<file path="src/rtl/ep_mbox_dma_pkg.sv">
package ep_mbox_dma_pkg;
  typedef enum logic [1:0] {
    XS_IDLE = 2'd0,
    XS_RD   = 2'd1,
    XS_WR   = 2'd2
  } xfer_state_e;
endpackage

</file>
<file path="src/rtl/ep_mbox_dma_req.sv">
module ep_mbox_dma_req (
  input  logic clk_i,
  input  logic rst_ni,
  input  logic dir_in_i,
  input  logic usb_req_en_i,
  input  logic ch_en_i,
  input  logic out_fifo_nempty_i,
  input  logic mbox_obuf_full_i,
  input  logic in_pkt_rdy_i,
  input  logic mbox_ibuf_full_i,
  input  logic mbox_ibuf_cmd_i,
  input  logic out_pkt_rdy_i,
  output logic req_o,
  output logic pkt_end_o
);
  logic pkt_rdy_q;
  logic out_ok, in_ok;

  always_ff @(posedge clk_i or negedge rst_ni) begin
    if (!rst_ni) pkt_rdy_q <= 1'b0;
    else         pkt_rdy_q <= out_pkt_rdy_i;
  end

  assign out_ok    = out_fifo_nempty_i & ~mbox_obuf_full_i;
  assign in_ok     = ~in_pkt_rdy_i & mbox_ibuf_full_i & ~mbox_ibuf_cmd_i;
  assign req_o     = ch_en_i & usb_req_en_i & (dir_in_i ? in_ok : out_ok);
  // packet end only meaningful for receive direction
  assign pkt_end_o = ~dir_in_i & pkt_rdy_q & ~out_pkt_rdy_i;
endmodule

</file>
<file path="src/rtl/ep_mbox_dma_xfer.sv">
module ep_mbox_dma_xfer
  import ep_mbox_dma_pkg::*;
#(
  parameter int ADDR_W = 8,
  parameter int DATA_W = 8
) (
  input  logic              clk_i,
  input  logic              rst_ni,
  input  logic              req_i,
  input  logic [ADDR_W-1:0] src_i,
  input  logic [ADDR_W-1:0] dst_i,
  input  logic [DATA_W-1:0] bus_rdata_i,
  output logic              bus_rd_o,
  output logic              bus_wr_o,
  output logic [ADDR_W-1:0] bus_addr_o,
  output logic [DATA_W-1:0] bus_wdata_o,
  output logic              done_o
);
  xfer_state_e state_q, state_d;
  logic [DATA_W-1:0] data_q;

  always_comb begin
    state_d = state_q;
    unique case (state_q)
      XS_IDLE: if (req_i) state_d = XS_RD;
      XS_RD:   state_d = XS_WR;
      XS_WR:   state_d = XS_IDLE;  // request resampled only from idle
      default: state_d = XS_IDLE;
    endcase
  end

  always_ff @(posedge clk_i or negedge rst_ni) begin
    if (!rst_ni) begin
      state_q <= XS_IDLE;
      data_q  <= '0;
    end else begin
      state_q <= state_d;
      if (state_q == XS_RD) data_q <= bus_rdata_i;
    end
  end

  assign bus_rd_o    = (state_q == XS_RD);
  assign bus_wr_o    = (state_q == XS_WR);
  assign done_o      = bus_wr_o;
  assign bus_addr_o  = bus_rd_o ? src_i : (bus_wr_o ? dst_i : '0);
  assign bus_wdata_o = bus_wr_o ? data_q : '0;
endmodule

</file>
<file path="src/rtl/ep_mbox_dma_regs.sv">
module ep_mbox_dma_regs #(
  parameter int ADDR_W = 8,
  parameter int CNT_W  = 8
) (
  input  logic              clk_i,
  input  logic              rst_ni,
  input  logic              cfg_load_i,
  input  logic [ADDR_W-1:0] cfg_src_i,
  input  logic [ADDR_W-1:0] cfg_dst_i,
  input  logic [CNT_W-1:0]  cfg_cnt_i,
  input  logic              src_inc_i,
  input  logic              dst_inc_i,
  input  logic              dir_in_i,
  input  logic              reload_dis_i,
  input  logic              auto_dis_i,
  input  logic              en_set_i,
  input  logic              irq_clr_i,
  input  logic              done_i,
  input  logic              pkt_end_i,
  output logic [ADDR_W-1:0] src_o,
  output logic [ADDR_W-1:0] dst_o,
  output logic [CNT_W-1:0]  cnt_o,
  output logic              en_o,
  output logic              irq_o
);
  localparam logic [CNT_W-1:0] CNT_LAST = CNT_W'(1);

  logic [ADDR_W-1:0] src_q, dst_q, src_rl_q, dst_rl_q;
  logic [CNT_W-1:0]  cnt_q, cnt_rl_q;
  logic              en_q, irq_q;
  logic              exhaust, evt, reload;

  assign exhaust = done_i & dir_in_i & (cnt_q == CNT_LAST);
  assign evt     = pkt_end_i | exhaust;
  assign reload  = evt & ~reload_dis_i;

  always_ff @(posedge clk_i or negedge rst_ni) begin
    if (!rst_ni) begin
      src_q    <= '0;
      dst_q    <= '0;
      cnt_q    <= '0;
      src_rl_q <= '0;
      dst_rl_q <= '0;
      cnt_rl_q <= '0;
    end else if (cfg_load_i) begin
      src_q    <= cfg_src_i;
      dst_q    <= cfg_dst_i;
      cnt_q    <= cfg_cnt_i;
      src_rl_q <= cfg_src_i;
      dst_rl_q <= cfg_dst_i;
      cnt_rl_q <= cfg_cnt_i;
    end else if (reload) begin
      src_q <= src_rl_q;
      dst_q <= dst_rl_q;
      cnt_q <= cnt_rl_q;
    end else if (done_i) begin
      src_q <= src_q + ADDR_W'(src_inc_i);
      dst_q <= dst_q + ADDR_W'(dst_inc_i);
      cnt_q <= cnt_q - CNT_LAST;
    end
  end

  always_ff @(posedge clk_i or negedge rst_ni) begin
    if (!rst_ni) begin
      en_q  <= 1'b0;
      irq_q <= 1'b0;
    end else begin
      if (pkt_end_i && auto_dis_i) en_q <= 1'b0;
      else if (en_set_i)           en_q <= 1'b1;
      if (evt)            irq_q <= 1'b1;
      else if (irq_clr_i) irq_q <= 1'b0;
    end
  end

  assign src_o = src_q;
  assign dst_o = dst_q;
  assign cnt_o = cnt_q;
  assign en_o  = en_q;
  assign irq_o = irq_q;
endmodule

</file>
<file path="src/rtl/ep_mbox_dma.sv">
module ep_mbox_dma #(
  parameter int ADDR_W = 8,
  parameter int DATA_W = 8,
  parameter int CNT_W  = 8
) (
  input  logic              clk_i,
  input  logic              rst_ni,
  input  logic              cfg_load_i,
  input  logic [ADDR_W-1:0] cfg_src_i,
  input  logic [ADDR_W-1:0] cfg_dst_i,
  input  logic [CNT_W-1:0]  cfg_cnt_i,
  input  logic              src_inc_i,
  input  logic              dst_inc_i,
  input  logic              dir_in_i,
  input  logic              usb_req_en_i,
  input  logic              reload_dis_i,
  input  logic              auto_dis_i,
  input  logic              en_set_i,
  input  logic              irq_clr_i,
  input  logic              out_fifo_nempty_i,
  input  logic              mbox_obuf_full_i,
  input  logic              out_pkt_rdy_i,
  input  logic              in_pkt_rdy_i,
  input  logic              mbox_ibuf_full_i,
  input  logic              mbox_ibuf_cmd_i,
  input  logic [DATA_W-1:0] bus_rdata_i,
  output logic              bus_rd_o,
  output logic              bus_wr_o,
  output logic [ADDR_W-1:0] bus_addr_o,
  output logic [DATA_W-1:0] bus_wdata_o,
  output logic              irq_o,
  output logic              ch_en_o,
  output logic [ADDR_W-1:0] src_o,
  output logic [ADDR_W-1:0] dst_o,
  output logic [CNT_W-1:0]  cnt_o
);
  logic req, pkt_end, done;

  ep_mbox_dma_req u_req (
    .clk_i             (clk_i),
    .rst_ni            (rst_ni),
    .dir_in_i          (dir_in_i),
    .usb_req_en_i      (usb_req_en_i),
    .ch_en_i           (ch_en_o),
    .out_fifo_nempty_i (out_fifo_nempty_i),
    .mbox_obuf_full_i  (mbox_obuf_full_i),
    .in_pkt_rdy_i      (in_pkt_rdy_i),
    .mbox_ibuf_full_i  (mbox_ibuf_full_i),
    .mbox_ibuf_cmd_i   (mbox_ibuf_cmd_i),
    .out_pkt_rdy_i     (out_pkt_rdy_i),
    .req_o             (req),
    .pkt_end_o         (pkt_end)
  );

  ep_mbox_dma_xfer #(.ADDR_W(ADDR_W), .DATA_W(DATA_W)) u_xfer (
    .clk_i       (clk_i),
    .rst_ni      (rst_ni),
    .req_i       (req),
    .src_i       (src_o),
    .dst_i       (dst_o),
    .bus_rdata_i (bus_rdata_i),
    .bus_rd_o    (bus_rd_o),
    .bus_wr_o    (bus_wr_o),
    .bus_addr_o  (bus_addr_o),
    .bus_wdata_o (bus_wdata_o),
    .done_o      (done)
  );

  ep_mbox_dma_regs #(.ADDR_W(ADDR_W), .CNT_W(CNT_W)) u_regs (
    .clk_i        (clk_i),
    .rst_ni       (rst_ni),
    .cfg_load_i   (cfg_load_i),
    .cfg_src_i    (cfg_src_i),
    .cfg_dst_i    (cfg_dst_i),
    .cfg_cnt_i    (cfg_cnt_i),
    .src_inc_i    (src_inc_i),
    .dst_inc_i    (dst_inc_i),
    .dir_in_i     (dir_in_i),
    .reload_dis_i (reload_dis_i),
    .auto_dis_i   (auto_dis_i),
    .en_set_i     (en_set_i),
    .irq_clr_i    (irq_clr_i),
    .done_i       (done),
    .pkt_end_i    (pkt_end),
    .src_o        (src_o),
    .dst_o        (dst_o),
    .cnt_o        (cnt_o),
    .en_o         (ch_en_o),
    .irq_o        (irq_o)
  );
endmodule

</file>
<file path="config.mk">
export PLATFORM = sky130hd
export DESIGN_NAME = ep_mbox_dma
export DESIGN_NICKNAME = d
export VERILOG_FILES = /design/src/rtl/ep_mbox_dma_pkg.sv /design/src/rtl/ep_mbox_dma_req.sv /design/src/rtl/ep_mbox_dma_xfer.sv /design/src/rtl/ep_mbox_dma_regs.sv /design/src/rtl/ep_mbox_dma.sv
export SDC_FILE = /design/constraint.sdc
export NUM_CORES = 1
export LEC_CHECK = 0
export BUFFER_PORTS_ARGS = -buffer_cell sky130_fd_sc_hd__buf_2
export CAP_MARGIN = 20
export CORE_MARGIN = 2
export CORE_UTILIZATION = 30
export DETAILED_ROUTE_END_ITERATION = 7
export GPL_TIMING_DRIVEN = 0
export HOLD_SLACK_MARGIN = 0.05
export PLACE_DENSITY = 0.62
export SYNTH_ARGS = -nofsm -noshare
export SYNTH_HDL_FRONTEND = slang
export SYNTH_SLANG_ARGS = --single-unit
</file>
<file path="constraint.sdc">
create_clock -name clk_i -period 3.8 [get_ports clk_i]
set_clock_uncertainty 0.05 [all_clocks]
set_input_delay 0.38 -clock clk_i [delete_from_list [all_inputs] [get_ports clk_i]]
set_output_delay 0.38 -clock clk_i [all_outputs]
set_load 0.005 [all_outputs]
</file>
# == Yosys cells after proc, flatten, opt, wreduce, memory -nomap -nowiden ==
# Index checks and enable logic that the tools add are counted.
# classes
add_sub_neg,3
multipliers,0
n_div,0
n_lt_le_gt_ge,0
eq_ne,4
shifts,0
mux,19
n_bitwise,17
n_reduce_logical,5
# ops
operator,n
8-bit 2-to-1 mux,12
8-bit by 1-bit adder with 8-bit output,2
1-bit bitwise AND,10
8-bit by 1-bit equality test with 1-bit output (second input constant),1
8-bit by 1-bit subtractor with 8-bit output (second input constant),1
1-bit inverter,6
1-bit 2-to-1 mux,5
2-bit one-hot mux with 2 select lines,1
2-bit nonzero test,2
3-bit nonzero test,1
2-bit by 1-bit equality test with 1-bit output (second input constant),1
2-bit equality test (second input constant),1
2-bit logical NOT,1
2-bit 2-to-1 mux,1
2-bit inequality test (second input constant),1
1-bit logical AND,1
1-bit bitwise OR,1
# word_totals
regBits,61
latch_bits,0
ramBits,0
mem_bits_ro,0
output_inout_bits,44
mem_count,0

# == Longest topological paths before layout ==
# Gate-level depths: netlist of the first run.
# logic_depth
ltp_word,7
mapped_depth,9
ltp_nobuf,7

# == Hierarchy ==
# Synthesis of the first run repeated with hierarchy kept, for this count alone.
# unflattened
cells_unflattened,334
area_unflattened_um2,3323.2
# modules_own_cells
mod,instances,cells_per_inst,area_per_inst_um2
ep_mbox_dma_regs,1,286,2727.6
ep_mbox_dma_xfer,1,43,533.0
ep_mbox_dma_req,1,5,62.6

# == Worst setup path before layout of the first run ==
# Ideal clock, no wire load.
# synth_path
path_type,reg-to-reg
start,"register u_regs.cnt_q[1], in the netlist u_regs.cnt_o[1]"
end,"register u_regs.dst_q[5], in the netlist u_regs.dst_o[5]"
t_arrival_ns,1.760
setup_slack_ns,1.867
path_stages_with_launch,9
n_path_buf,1
synth_period_minus_slack_ns,1.933
cell_sequence,dfrtp_1 > inv_1 > ha_1 > and4bb_2 > nand4b_1 > and2_1 > buf_6 > mux2_4 > o221a_1
# synth_between
elab_chain_cells,6
elab_cells_between_ends,7
cone_classes,eq/ne: 1; mux: 2; bitwise: 3; reduce/logical: 1
# synth_lines
element,line_no,rtl
start: declaration,ep_mbox_dma_regs.sv:29,"logic [CNT_W-1:0] cnt_q, cnt_rl_q;"
start signal: assignment,ep_mbox_dma_regs.sv:48,cnt_q <= cfg_cnt_i;
start signal: assignment,ep_mbox_dma_regs.sv:55,cnt_q <= cnt_rl_q;
start signal: assignment,ep_mbox_dma_regs.sv:59,cnt_q <= cnt_q - CNT_LAST;
8-bit by 1-bit equality test with 1-bit output (*),ep_mbox_dma_regs.sv:33,assign exhaust = done_i & dir_in_i & (cnt_q == CNT_LAST);
1-bit bitwise AND (*),ep_mbox_dma_regs.sv:33,
1-bit bitwise OR (*),ep_mbox_dma_regs.sv:34,assign evt = pkt_end_i | exhaust;
1-bit bitwise AND (*),ep_mbox_dma_regs.sv:35,assign reload = evt & ~reload_dis_i;
8-bit 2-to-1 mux,ep_mbox_dma_regs.sv:52,end else if (reload) begin
8-bit 2-to-1 mux,ep_mbox_dma_regs.sv:45,end else if (cfg_load_i) begin
end signal: assignment,ep_mbox_dma_regs.sv:47,dst_q <= cfg_dst_i;
end signal: assignment,ep_mbox_dma_regs.sv:54,dst_q <= dst_rl_q;
end signal: assignment,ep_mbox_dma_regs.sv:58,dst_q <= dst_q + ADDR_W'(dst_inc_i);
end: declaration,ep_mbox_dma_regs.sv:28,"logic [ADDR_W-1:0] src_q, dst_q, src_rl_q, dst_rl_q;"
# Mark *: on every way between the ends. The rest lies on a longest branch, timed or not.
# A chain may end at the register's enable or synchronous reset.

# == Final worst setup path of the first run ==
# layout_path
start,register u_xfer.state_q[0]
end,output port bus_wdata_o[1]
# layout_between
elab_chain_cells,2
# layout_lines
element,line_no,rtl
start: declaration,ep_mbox_dma_xfer.sv:19,"xfer_state_e state_q, state_d;"
start signal: assignment,ep_mbox_dma_xfer.sv:37,state_q <= state_d;
2-bit equality test,ep_mbox_dma_xfer.sv:43,assign bus_wr_o = (state_q == XS_WR);
8-bit 2-to-1 mux,ep_mbox_dma_xfer.sv:46,assign bus_wdata_o = bus_wr_o ? data_q : '0;
end: declaration,ep_mbox_dma.sv:30,"output logic [DATA_W-1:0] bus_wdata_o,"
# No other way between the ends.

==> results of run 1 <==
-- per-layer routing --
layer	vias to the layer above	track usage, %	share of wire [%]
li1	1425	-	-
met3	23	4.10	8.5
met1	1432	23.5	45
met4	0	8.06	2.6
met2	122	26.4	44
met5	-	0	0
-- synthesized netlist by cell type (2+ instances only) --
cell | instances | share of area [%]
sky130_fd_sc_hd__o21bai_1 | 2 | 0.46
sky130_fd_sc_hd__dfrtp_1 | 61 | 47
sky130_fd_sc_hd__a31oi_1 | 2 | 0.38
sky130_fd_sc_hd__ha_1 | 6 | 2.3
sky130_fd_sc_hd__a221oi_1 | 3 | 0.81
sky130_fd_sc_hd__xnor2_1 | 5 | 1.3
sky130_fd_sc_hd__and2_1 | 10 | 1.9
sky130_fd_sc_hd__o41ai_1 | 4 | 1.1
sky130_fd_sc_hd__buf_2 | 4 | 0.61
sky130_fd_sc_hd__inv_1 | 21 | 2.4
sky130_fd_sc_hd__nor2_1 | 23 | 2.6
sky130_fd_sc_hd__mux2i_1 | 2 | 0.61
sky130_fd_sc_hd__o21ai_0 | 27 | 4.1
sky130_fd_sc_hd__nand2_1 | 27 | 3.1
sky130_fd_sc_hd__o211a_1 | 4 | 1.2
sky130_fd_sc_hd__mux2_2 | 17 | 5.9
sky130_fd_sc_hd__o31ai_1 | 5 | 1.2
sky130_fd_sc_hd__nand4b_1 | 2 | 0.54
sky130_fd_sc_hd__nor3b_1 | 2 | 0.46
sky130_fd_sc_hd__nand4_1 | 2 | 0.38
sky130_fd_sc_hd__a22o_1 | 7 | 1.9
sky130_fd_sc_hd__clkbuf_1 | 12 | 1.4
sky130_fd_sc_hd__nor3_1 | 12 | 1.8
sky130_fd_sc_hd__a22oi_1 | 5 | 1.2
sky130_fd_sc_hd__nand3_1 | 11 | 1.7
sky130_fd_sc_hd__o211ai_1 | 5 | 1.2
sky130_fd_sc_hd__a21oi_1 | 22 | 3.4
sky130_fd_sc_hd__o311a_1 | 3 | 0.92
sky130_fd_sc_hd__buf_1 | 3 | 0.35
sky130_fd_sc_hd__nor2b_1 | 4 | 0.77
sky130_fd_sc_hd__nand2b_1 | 8 | 1.5
-- worst max-delay path, cell delays in order, from the launching register on --
cell and delay (ps):
sky130_fd_sc_hd__dfrtp_1 400, sky130_fd_sc_hd__nand2b_1 280, sky130_fd_sc_hd__inv_1 250, sky130_fd_sc_hd__buf_1 530, sky130_fd_sc_hd__clkbuf_1 410, sky130_fd_sc_hd__and2_1 190, sky130_fd_sc_hd__buf_2 100
-- worst max-delay path by stage --
stage                                  start                     endpoint  slack [ps]  depth (start not counted)
2_1_floorplan    u_regs.cnt_o[1]$_DFFE_PN0P_  u_regs.dst_o[5]$_DFFE_PN0P_        1870                          8
3_3_place_gp   u_xfer.state_q[0]$_DFFE_PN0P_               bus_wdata_o[4]        1220                          6
3_5_place_dp   u_xfer.state_q[0]$_DFFE_PN0P_               bus_wdata_o[5]        1240                          6
4_1_cts        u_xfer.state_q[0]$_DFFE_PN0P_               bus_wdata_o[5]         870                          6
5_1_grt        u_xfer.state_q[0]$_DFFE_PN0P_               bus_wdata_o[3]         710                          6
6_report       u_xfer.state_q[0]$_DFFE_PN0P_               bus_wdata_o[1]         870                          6
-- cells by family (layout without fill, tap and decap cells) --
group                      count (synthesis)  in the layout  share of synthesized area (%)
xor gates and xnor gates                   6              6                           1.61
DFF                                       61             61                           46.8
adders and majority gates                  6              6                           2.30
buffers and inverters                     41            151                           5.11
and+or+nand+nor                          111            111                           18.1
muxes                                     20             20                           6.95
AOI/OAI and AO/OA                         94             94                           19.1
-- power by group through the flow --
| stage | Combinational, W | Sequential (W) | Clock, W |
|---|---|---|---|
| after floorplan | 0.000192 | 0.000799 | 0 |
| after global placement | 0.000316 | 0.000811 | 0 |
| after detailed placement | 0.000326 | 0.000816 | 0 |
| after CTS | 0.000328 | 0.000804 | 0.000626 |
| after global routing | 0.000365 | 0.000817 | 0.000661 |
| final | 0.000324 | 0.000805 | 0.000613 |
-- cell type report --
class	instances	area, um^2	area share, %
clock inverter	3	42.5	1.03
timing repair buffer	94	490	11.9
inverter	21	78.8	1.91
tap	140	175	4.23
buffer	20	87.6	2.12
clock buffer	13	169	4.08
multi-input combinational	237	1570	37.9
sequential	61	1530	36.9
-- per-stage QoR --
| step | cell area, um^2 | worst slack, ps |
|---|---|---|
| floorplan | 3260 | 1870 |
| global placement | 3890 | 1220 |
| detailed placement | 3920 | 1240 |
| CTS | 4140 | 871 |
| global route | 4140 | 705 |
| finish | 4140 | 865 |
-- flip-flops by register name, summed over array words and instances, names as in the netlist --
name / count
u_regs.cnt_o: 8
u_xfer.data_q: 8
u_regs.irq_o: 1
u_regs.cnt_rl_q: 8
u_regs.src_rl_q: 8
u_req.pkt_rdy_q: 1
u_regs.dst_rl_q: 8
u_regs.en_o: 1
u_regs.dst_o: 8
u_xfer.state_q: 2
u_regs.src_o: 8
==> impl_results.rst, run 1 <==
.. list-table::
   :header-rows: 1

   * - Metric
     - Value
   * - Register-to-register setup slack
     - 1530 ps
   * - Peak supply drop
     - 0.148 mV
   * - Highest Clock Rate
     - 341 MHz
   * - Ratio of cells with drive above 1 in the final layout
     - 30.3%
   * - Antenna Nets Post-Route
     - 0
   * - Worst-path maximum fanout
     - 10
   * - Total power per unit cell area
     - 421 mW/mm^2
   * - Die Width
     - 108 um
   * - Number of buffers created by CTS
     - 9
   * - Sequential element share of the synthesized area
     - 46.8%
   * - Worst Max-Slew Pin Slew
     - 694 ps
   * - Maximum level of the CTS H-tree
     - 3
   * - Gr ovfl total
     - 0
   * - Post-Synthesis Cells
     - 339
   * - Library cell used as clock root buffer
     - sky130_fd_sc_hd__clkbuf_8
   * - Post-CTS repair timing setup buffer count
     - 0
   * - Global-route wire length before repair
     - 15.4 mm
   * - Data arrival time at the worst-slack endpoint
     - 2500 ps
   * - Crit Path Class
     - reg2out
   * - Clock sink total
     - 61
   * - Fin Setup TNS
     - 0 ps
   * - Power share of the combinational group
     - 18.6%
   * - Non-filler cells, final
     - 589
   * - Number of global-route vias before repair
     - 2,911
   * - Post-placement cell count
     - 572
   * - Relative contribution of sequential cells to total power
     - 46.2%
   * - 1st-pass router iterations
     - 4
   * - Final-report max-slew violation count
     - 0
   * - Cell-internal power
     - 0.00125 W
   * - Number of buffers inserted by port buffering
     - 92
   * - Max Buffers Root-to-Sink
     - 2
   * - Total of warnings raised by yosys
     - 0
   * - Worst Hold End
     - u_req.pkt_rdy_q$_DFF_PN0_
   * - Routed wire length
     - 9.89 mm
   * - Row count
     - 38
   * - Hold Vio Cnt, Final
     - 0
   * - # Max-Cap Violations
     - 0
   * - Number of distinct library cells after synthesis
     - 49
   * - Total via count in the routed design
     - 3,002
   * - Status
     - finished clean
   * - Combined global-route utilization of all metal layers
     - 17.4%
   * - Count of pins on the block boundary
     - 93
   * - Number of violations reported at the end of detailed-routing iteration 0
     - 193
   * - Nets in the synthesized netlist
     - 394
   * - TritonCTS clock tree
     - built
   * - Leading cell types in the layout, fill and taps excluded
     - sky130_fd_sc_hd__buf_2 (96), sky130_fd_sc_hd__dfrtp_1 (61), sky130_fd_sc_hd__nand2_1 (27), sky130_fd_sc_hd__o21ai_0 (27), sky130_fd_sc_hd__nor2_1 (23)
   * - Core utilization of the finished layout
     - 38.7%
   * - WL/cell
     - 16.8 um
   * - Synthesized cell area
     - 0.00326 mm^2
   * - Remaining design rule violation count
     - 0
   * - Post-CTS clock slew at the launch and capture registers of the worst setup and hold paths
     - 60 ps
   * - Kind of end point of the critical path
     - output port
   * - Diode insertion count for antenna repair
     - 0
   * - Switching power
     - 0.000494 W
   * - Cell depth of the worst hold path
     - 1
   * - Length in cells of the worst reg-to-reg path
     - 6
   * - Syn avg cell area
     - 9.61 um^2
   * - Relative area change from synthesis to final layout
     - 26.9%
   * - Required time at the endpoint of the critical path
     - 3370 ps
   * - Reg2Reg Launch Point
     - u_xfer.state_q[0]$_DFFE_PN0P_
   * - Worst Hold Launch
     - out_pkt_rdy_i
   * - Pin count of the biggest net entering global routing
     - 38
   * - Fraction of power consumed by the clock network
     - 35.2%
   * - FFs w/ async S/R, synth
     - 100%
   * - Fill cells
     - 1,090
   * - Static leakage power
     - 1.97 nW
   * - Effective utilization at floorplan
     - 30.5%
   * - DIE AREA
     - 0.0117 mm^2
   * - Number of antenna violations at the first check in global routing
     - 0
   * - Net switching share of the total power
     - 28.4%
   * - Remaining max-slew budget at the tightest pin
     - 53.8%
   * - Post-cts resize count
     - 0
   * - Final-layout worst hold slack
     - 137 ps
   * - Commonest non-fill, non-tap cell in the layout
     - sky130_fd_sc_hd__buf_2
   * - Placeable Area
     - 0.0107 mm^2
   * - EDFF count, synth
     - 0
   * - Nature of the critical path startpoint
     - flip-flop
   * - Hold crit path type
     - in2reg
   * - Post-DR vias/cell
     - 5.10
   * - Final critical-path required period
     - 2930 ps
   * - RSZ-0062 raised after global routing
     - no
   * - Nets@finish
     - 499
   * - Number of failing setup endpoints in the final timing report
     - 0
   * - Clock insertion delay at the later pin of the skew report
     - 350 ps
   * - Final period util
     - 77.2%
   * - Reg-to-reg endpoint
     - u_regs.cnt_o[7]$_DFFE_PN0P_
   * - Number of synthesized register bits
     - 61
   * - Main synth FF type
     - sky130_fd_sc_hd__dfrtp_1
   * - Total power consumption of the routed design
     - 0.00174 W
   * - Dpl hpwl
     - 7.39 mm
   * - Y dimension of the die
     - 108 um
   * - Placer Congestion
     - 0.883
   * - Post-cts hold buffer count
     - 1
No activity file was read; power rests on OpenSTA's default activity.
==> run 2: changes to the inputs <==
==> constraint.sdc (replaced) <==
create_clock -name clk_i -period 3 [get_ports clk_i]
set_clock_uncertainty 0.05 [all_clocks]
set_input_delay 0.3 -clock clk_i [delete_from_list [all_inputs] [get_ports clk_i]]
set_output_delay 0.3 -clock clk_i [all_outputs]
set_load 0.005 [all_outputs]
==> run 2 against run 1 <==
Against the previous run:
- global-route usage is the same
- critical path type unchanged
- largest power group unchanged
- clock power rose by 27%
- utilization about the same
==> impl_results.rst, run 2 (synthesized netlist as in run 1, its figures left out) <==
.. list-table::
   :header-rows: 1

   * - Metric
     - Value
   * - Final-layout worst hold slack
     - 55.9 ps
   * - Remaining max-slew budget at the tightest pin
     - 54.1%
   * - Number of buffers inserted by port buffering
     - 92
   * - TritonCTS clock tree
     - built
   * - Reg area
     - 0.00153 mm^2
   * - Final period util
     - 86.4%
   * - Remaining design rule violation count
     - 0
   * - Y dimension of the die
     - 108 um
   * - Final critical-path required period
     - 2590 ps
   * - Placeable Area
     - 0.0107 mm^2
   * - Combined global-route utilization of all metal layers
     - 17.4%
   * - Post-CTS repair timing setup buffer count
     - 0
   * - Global-route wire length before repair
     - 15.4 mm
   * - Number of global-route vias before repair
     - 2,911
   * - Number of buffers created by CTS
     - 9
   * - Total via count in the routed design
     - 2,987
   * - Fin Setup TNS
     - 0 ps
   * - Post-placement cell count
     - 572
   * - Clock insertion delay at the later pin of the skew report
     - 350 ps
   * - Number of antenna violations at the first check in global routing
     - 0
   * - # Max-Cap Violations
     - 0
   * - Relative area change from synthesis to final layout
     - 26.8%
   * - Kind of end point of the critical path
     - output port
   * - Crit Path Class
     - reg2out
   * - Cell at the slowest stage of the critical path
     - sky130_fd_sc_hd__inv_1
   * - Placer Congestion
     - 0.883
   * - Post-place instance area
     - 0.00392 mm^2
   * - Routed wire length
     - 9.80 mm
   * - Worst-path maximum fanout
     - 16
   * - Final standard cell area without fillers
     - 0.00413 mm^2
   * - Peak supply drop
     - 0.188 mV
   * - Cell breakdown of the critical path
     - nand2b_1 > inv_1 > clkbuf_1 > and2_1 > buf_2
   * - Count of pins on the block boundary
     - 93
   * - Hold crit path type
     - in2reg
   * - RSZ-0062 raised after global routing
     - no
   * - Row count
     - 38
   * - Antenna Nets Post-Route
     - 0
   * - Gr ovfl total
     - 0
   * - Commonest non-fill, non-tap cell in the layout
     - sky130_fd_sc_hd__buf_2
   * - WL/cell
     - 16.7 um
   * - Static leakage power
     - 1.97 nW
   * - Highest Clock Rate
     - 386 MHz
   * - Effective utilization at floorplan
     - 30.5%
   * - Hold Vio Cnt, Final
     - 0
   * - Post-CTS clock slew at the launch and capture registers of the worst setup and hold paths
     - 60 ps
   * - Worst Max-Slew Pin Slew
     - 688 ps
   * - Required time at the endpoint of the critical path
     - 2650 ps
   * - Die Width
     - 108 um
   * - Number of failing setup endpoints in the final timing report
     - 0
   * - Status
     - finished clean
   * - Max Buffers Root-to-Sink
     - 2
   * - Leading cell types in the layout, fill and taps excluded
     - sky130_fd_sc_hd__buf_2 (96), sky130_fd_sc_hd__dfrtp_1 (61), sky130_fd_sc_hd__nand2_1 (27), sky130_fd_sc_hd__o21ai_0 (27), sky130_fd_sc_hd__nor2_1 (23)
   * - Kind of cell adding the most delay to the critical path
     - buffers and inverters
   * - Diode insertion count for antenna repair
     - 0
   * - Fill cells
     - 1,089
   * - Data arrival time at the worst-slack endpoint
     - 2240 ps
   * - Pin count of the biggest net entering global routing
     - 38
   * - DIE AREA
     - 0.0117 mm^2
   * - Non-filler cells, final
     - 588
   * - Final-report max-slew violation count
     - 0
   * - Ratio of cells with drive above 1 in the final layout
     - 30.4%
   * - Number of violations reported at the end of detailed-routing iteration 0
     - 151
   * - Area occupied by multi-input gates
     - 0.00157 mm^2
   * - Post-DR vias/cell
     - 5.08
   * - Dpl hpwl
     - 7.39 mm
   * - 1st-pass router iterations
     - 4
   * - Buf+Inv Stages, Crit Path
     - 3
   * - Clock sink total
     - 61
   * - Maximum level of the CTS H-tree
     - 3
   * - Library cell used as clock root buffer
     - sky130_fd_sc_hd__clkbuf_8
   * - CP max stage delay
     - 510 ps
   * - Total power per unit cell area
     - 534 mW/mm^2
   * - Nature of the critical path startpoint
     - flip-flop
   * - Nets@finish
     - 498
## run 2: cell count changes in the layout (fill, tap and decap cells not counted)
cell                    previous run  this run
sky130_fd_sc_hd__buf_1             3         2
## run 2: worst register-to-register path: stages (launching register included)
cell and delay (ps):
sky130_fd_sc_hd__dfrtp_1 400, sky130_fd_sc_hd__nand2b_1 280, sky130_fd_sc_hd__inv_1 510, sky130_fd_sc_hd__or2_2 210
sky130_fd_sc_hd__clkbuf_1 400, sky130_fd_sc_hd__nand2b_1 220, sky130_fd_sc_hd__o31a_1 330
## run 2: per-layer routing
| metal | global-route usage [%] | vias up | part of all wire, % |
|---|---|---|---|
| met4 | 8.06 | 0 | 2.6 |
| met5 | 0 | - | 0 |
| met3 | 4.10 | 23 | 8.4 |
| met2 | 26.4 | 123 | 44 |
| li1 | - | 1421 | - |
| met1 | 23.5 | 1420 | 45 |
## run 2: final timing paths
kind,to,slack [ps],startpoint,cells past startpoint
max,bus_wdata_o[1],410,u_xfer.state_q[0]$_DFFE_PN0P_,5
min,u_req.pkt_rdy_q$_DFF_PN0_,60,out_pkt_rdy_i,1
max reg2reg,u_regs.cnt_o[1]$_DFFE_PN0P_,490,u_xfer.state_q[0]$_DFFE_PN0P_,6
min reg2reg,u_xfer.state_q[0]$_DFFE_PN0P_,430,u_xfer.state_q[0]$_DFFE_PN0P_,1
max in group asynchronous,u_regs.dst_o[3]$_DFFE_PN0P_,1840,rst_ni,3
min in group asynchronous,u_regs.cnt_rl_q[5]$_DFFE_PN0P_,440,rst_ni,2
## run 2: layout make-up
type / instances / area share [%]
Buffer: 19 / 2.03
Clock buffer: 13 / 4.09
Clock inverter: 3 / 1.03
Inverter: 21 / 1.91
Multi-Input combinational cell: 237 / 37.9
Sequential cell: 61 / 36.9
Tap cell: 140 / 4.24
Timing Repair Buffer: 94 / 11.9
## run 2: through the flow
stage                     power, W  utilization [%]  setup slack (ps)
after global placement     0.00143             36.4               501
after global routing       0.00233             38.6               230
final                      0.00221             38.6               408
after CTS                  0.00223             38.7               151
after detailed placement   0.00145             36.6               522
after floorplan            0.00126                -              1070
## run 2: timing repair
item / CTS / global route
endpoints found under the setup margin: 0 / 4
hold endpoints to repair: 24 / 0
gates resized for setup: 0 / 0
hold buffers: 1 / 0
## run 2: power breakdown
| part | total (W) | leakage [nW] | switching (W) | internal, W |
|---|---|---|---|---|
| clock network | 0.000779 | 0.106 | 0.000328 | 0.000451 |
| registers | 0.00102 | 0.736 | 0.0000928 | 0.000926 |
| logic | 0.000409 | 1.13 | 0.000205 | 0.000204 |
==> run 3: changes to the inputs <==
--- a/config.mk
+++ b/config.mk
@@ -7,12 +7,10 @@
 export LEC_CHECK = 0
 export BUFFER_PORTS_ARGS = -buffer_cell sky130_fd_sc_hd__buf_2
 export CAP_MARGIN = 20
-export CORE_MARGIN = 2
 export CORE_UTILIZATION = 30
 export DETAILED_ROUTE_END_ITERATION = 7
 export GPL_TIMING_DRIVEN = 0
-export HOLD_SLACK_MARGIN = 0.05
-export PLACE_DENSITY = 0.62
+export PLACE_DENSITY = 0.64
 export SYNTH_ARGS = -nofsm -noshare
 export SYNTH_HDL_FRONTEND = slang
 export SYNTH_SLANG_ARGS = --single-unit
==> constraint.sdc (replaced) <==
create_clock -name clk_i -period 2.33 [get_ports clk_i]
set_clock_uncertainty 0.05 [all_clocks]
set_input_delay 0.233 -clock clk_i [delete_from_list [all_inputs] [get_ports clk_i]]
set_output_delay 0.233 -clock clk_i [all_outputs]
set_load 0.005 [all_outputs]
==> run 3 against run 2 <==
Against the previous run:
- critical path depth rose by 1
- register-to-register slack got worse by 310 ps
- via count rose by 1.7%
- setup slack got worse by 270 ps
==> impl_results.rst, run 3 (synthesized netlist as in run 1, its figures left out) <==
.. list-table::
   :header-rows: 1

   * - Metric
     - Value
   * - Crit Path Class
     - reg2out
   * - CP max stage delay
     - 410 ps
   * - Pin count of the biggest net entering global routing
     - 36
   * - Leading cell types in the layout, fill and taps excluded
     - sky130_fd_sc_hd__buf_2 (96), sky130_fd_sc_hd__dfrtp_1 (61), sky130_fd_sc_hd__nand2_1 (27), sky130_fd_sc_hd__o21ai_0 (27), sky130_fd_sc_hd__nor2_1 (23)
   * - DIE AREA
     - 0.0113 mm^2
   * - Nature of the critical path startpoint
     - flip-flop
   * - Maximum level of the CTS H-tree
     - 3
   * - Worst Max-Slew Pin Slew
     - 702 ps
   * - Hold crit path type
     - in2reg
   * - Gr ovfl total
     - 0
   * - Required time at the endpoint of the critical path
     - 2050 ps
   * - Routed wire length
     - 9.84 mm
   * - Fraction of power consumed by the clock network
     - 31.7%
   * - Clock sink total
     - 61
   * - Antenna Nets Post-Route
     - 0
   * - Core utilization of the finished layout
     - 39.6%
   * - Met1 routed wirelength after detailed routing
     - 4.52 mm
   * - Area occupied by multi-input gates
     - 0.00157 mm^2
   * - Static leakage power
     - 1.98 nW
   * - Library cell used as clock root buffer
     - sky130_fd_sc_hd__clkbuf_8
   * - Final standard cell area without fillers
     - 0.00413 mm^2
   * - Commonest non-fill, non-tap cell in the layout
     - sky130_fd_sc_hd__buf_2
   * - Placeable Area
     - 0.0104 mm^2
   * - Detailed-routed wire length on met2
     - 4.49 mm
   * - Total power per unit cell area
     - 656 mW/mm^2
   * - Post-DR vias/cell
     - 5.18
   * - Final critical-path required period
     - 2190 ps
   * - Number of violations reported at the end of detailed-routing iteration 0
     - 216
   * - Number of buffers created by CTS
     - 9
   * - Switching power
     - 0.000809 W
   * - Clock insertion delay at the later pin of the skew report
     - 340 ps
   * - Buf+Inv Stages, Crit Path
     - 4
   * - Cell breakdown of the critical path
     - nand2b_2 > inv_2 > buf_4 > clkbuf_2 > and2_1 > buf_2
   * - Die Width
     - 106 um
   * - Post-CTS clock slew at the launch and capture registers of the worst setup and hold paths
     - 70 ps
   * - Placer Congestion
     - 0.848
   * - Ratio of cells with drive above 1 in the final layout
     - 31.5%
   * - Highest metal layer with signal wires
     - met4
   * - Row count
     - 37
   * - Register-to-register setup slack
     - 180 ps
   * - Post-place instance area
     - 0.00391 mm^2
   * - Relative area change from synthesis to final layout
     - 26.6%
   * - Total power consumption of the routed design
     - 0.00271 W
   * - Relative contribution of sequential cells to total power
     - 48.5%
   * - Worst-path maximum fanout
     - 10
   * - Final-report max-slew violation count
     - 0
   * - Number of antenna violations at the first check in global routing
     - 0
   * - Kind of end point of the critical path
     - output port
   * - Count of pins on the block boundary
     - 93
   * - Number of buffers inserted by port buffering
     - 92
   * - Cell-internal power
     - 0.00190 W
   * - Routed met3 length
     - 742 um
   * - Diode insertion count for antenna repair
     - 0
   * - Peak supply drop
     - 0.255 mV
   * - Kind of cell adding the most delay to the critical path
     - buffers and inverters
   * - Cell at the slowest stage of the critical path
     - sky130_fd_sc_hd__dfrtp_1
   * - Remaining max-slew budget at the tightest pin
     - 53.2%
   * - WL/cell
     - 16.8 um
   * - Effective utilization at floorplan
     - 31.3%
   * - Number of global-route vias before repair
     - 2,933
   * - Global-route wire length before repair
     - 15.5 mm
   * - 1st-pass router iterations
     - 5
   * - Net switching share of the total power
     - 29.9%
   * - # Max-Cap Violations
     - 0
   * - Max Buffers Root-to-Sink
     - 2
   * - Fill cells
     - 1,088
   * - Status
     - finished clean
   * - Post-CTS repair timing setup buffer count
     - 0
   * - Number of failing setup endpoints in the final timing report
     - 0
   * - Remaining design rule violation count
     - 0
   * - Combined global-route utilization of all metal layers
     - 18.2%
   * - RSZ-0062 raised after global routing
     - no
   * - Hold Vio Cnt, Final
     - 0
   * - Final period util
     - 94.0%
   * - Y dimension of the die
     - 106 um
   * - Data arrival time at the worst-slack endpoint
     - 1910 ps
   * - Reg area
     - 0.00153 mm^2
   * - Highest Clock Rate
     - 457 MHz
   * - TritonCTS clock tree
     - built
   * - Power share of the combinational group
     - 19.8%
   * - Total via count in the routed design
     - 3,038
   * - Dpl hpwl
     - 7.25 mm
   * - Nets@finish
     - 501
## run 3: cell types whose count changed in the layout (fill, tap and decap cells not counted), sizes merged
| cell | previous run | this run |
|---|---|---|
| bufinv | 1 | 0 |
| clkinv | 1 | 3 |
| clkbuf | 25 | 24 |
| dlygate4sd3 | 1 | 3 |
| buf | 100 | 101 |
## run 3: layout make-up
class / count / area share (%)
inverters: 21 / 1.91
multi-input cells: 237 / 38.0
clock inverters: 4 / 0.546
repair buffers: 96 / 12.4
clock buffers: 12 / 3.76
well taps: 136 / 4.12
plain buffers: 20 / 2.30
flip-flops and latches: 61 / 37.0
## run 3: metrics by stage
step / instances / hold slack, ps / setup TNS, ps / setup slack [ps]
CTS: 587 / 45.7 / 0 / 64.4
finish: 587 / 64.9 / 0 / 141
global placement: 567 / 331 / -661 / -90.4
global route: 587 / 43.7 / 0 / 33.7
floorplan: 339 / -113 / 0 / 397
detailed placement: 568 / 251 / -693 / -95.2
## run 3: worst paths after layout
check,start,end,cells past startpoint
max,u_xfer.state_q[0]$_DFFE_PN0P_,bus_wdata_o[2],6
min,cfg_src_i[6],u_regs.src_o[6]$_DFFE_PN0P_,3
max reg2reg,u_regs.cnt_o[1]$_DFFE_PN0P_,u_regs.cnt_o[7]$_DFFE_PN0P_,8
min reg2reg,u_xfer.state_q[0]$_DFFE_PN0P_,u_xfer.state_q[0]$_DFFE_PN0P_,1
max in group asynchronous,rst_ni,u_regs.src_rl_q[2]$_DFFE_PN0P_,3
min in group asynchronous,rst_ni,u_regs.cnt_rl_q[6]$_DFFE_PN0P_,2
## run 3: worst register-to-register path: stages, from the launching register on
cell                       delay, ps
sky130_fd_sc_hd__dfrtp_1         400
sky130_fd_sc_hd__inv_1           100
sky130_fd_sc_hd__ha_1            190
sky130_fd_sc_hd__and4bb_2        240
sky130_fd_sc_hd__nand4b_1        140
sky130_fd_sc_hd__nand2_1         130
sky130_fd_sc_hd__buf_2           230
sky130_fd_sc_hd__a221oi_1        400
sky130_fd_sc_hd__o31ai_1         130
## run 3: power groups by stage
stage | Combinational (W) | Clock [W] | Sequential (W)
2_1_floorplan | 0.000312 | 0 | 0.00130
3_3_place_gp | 0.000513 | 0 | 0.00132
3_5_place_dp | 0.000532 | 0 | 0.00133
4_1_cts | 0.000538 | 0.000880 | 0.00131
5_1_grt | 0.000595 | 0.000944 | 0.00133
6_report | 0.000535 | 0.000859 | 0.00131
## run 3: repair_timing
item                       in CTS  in global routing
setup endpoints to repair      17                 12
hold endpoints to repair       28                  0
resized for setup               5                  3
hold buffers                    3                  0
## run 3: layer usage
layer,up-vias,track usage [%]
met4,0,3.77
met3,6,6.32
met5,-,0
met2,138,28.6
li1,1432,-
met1,1462,24.1
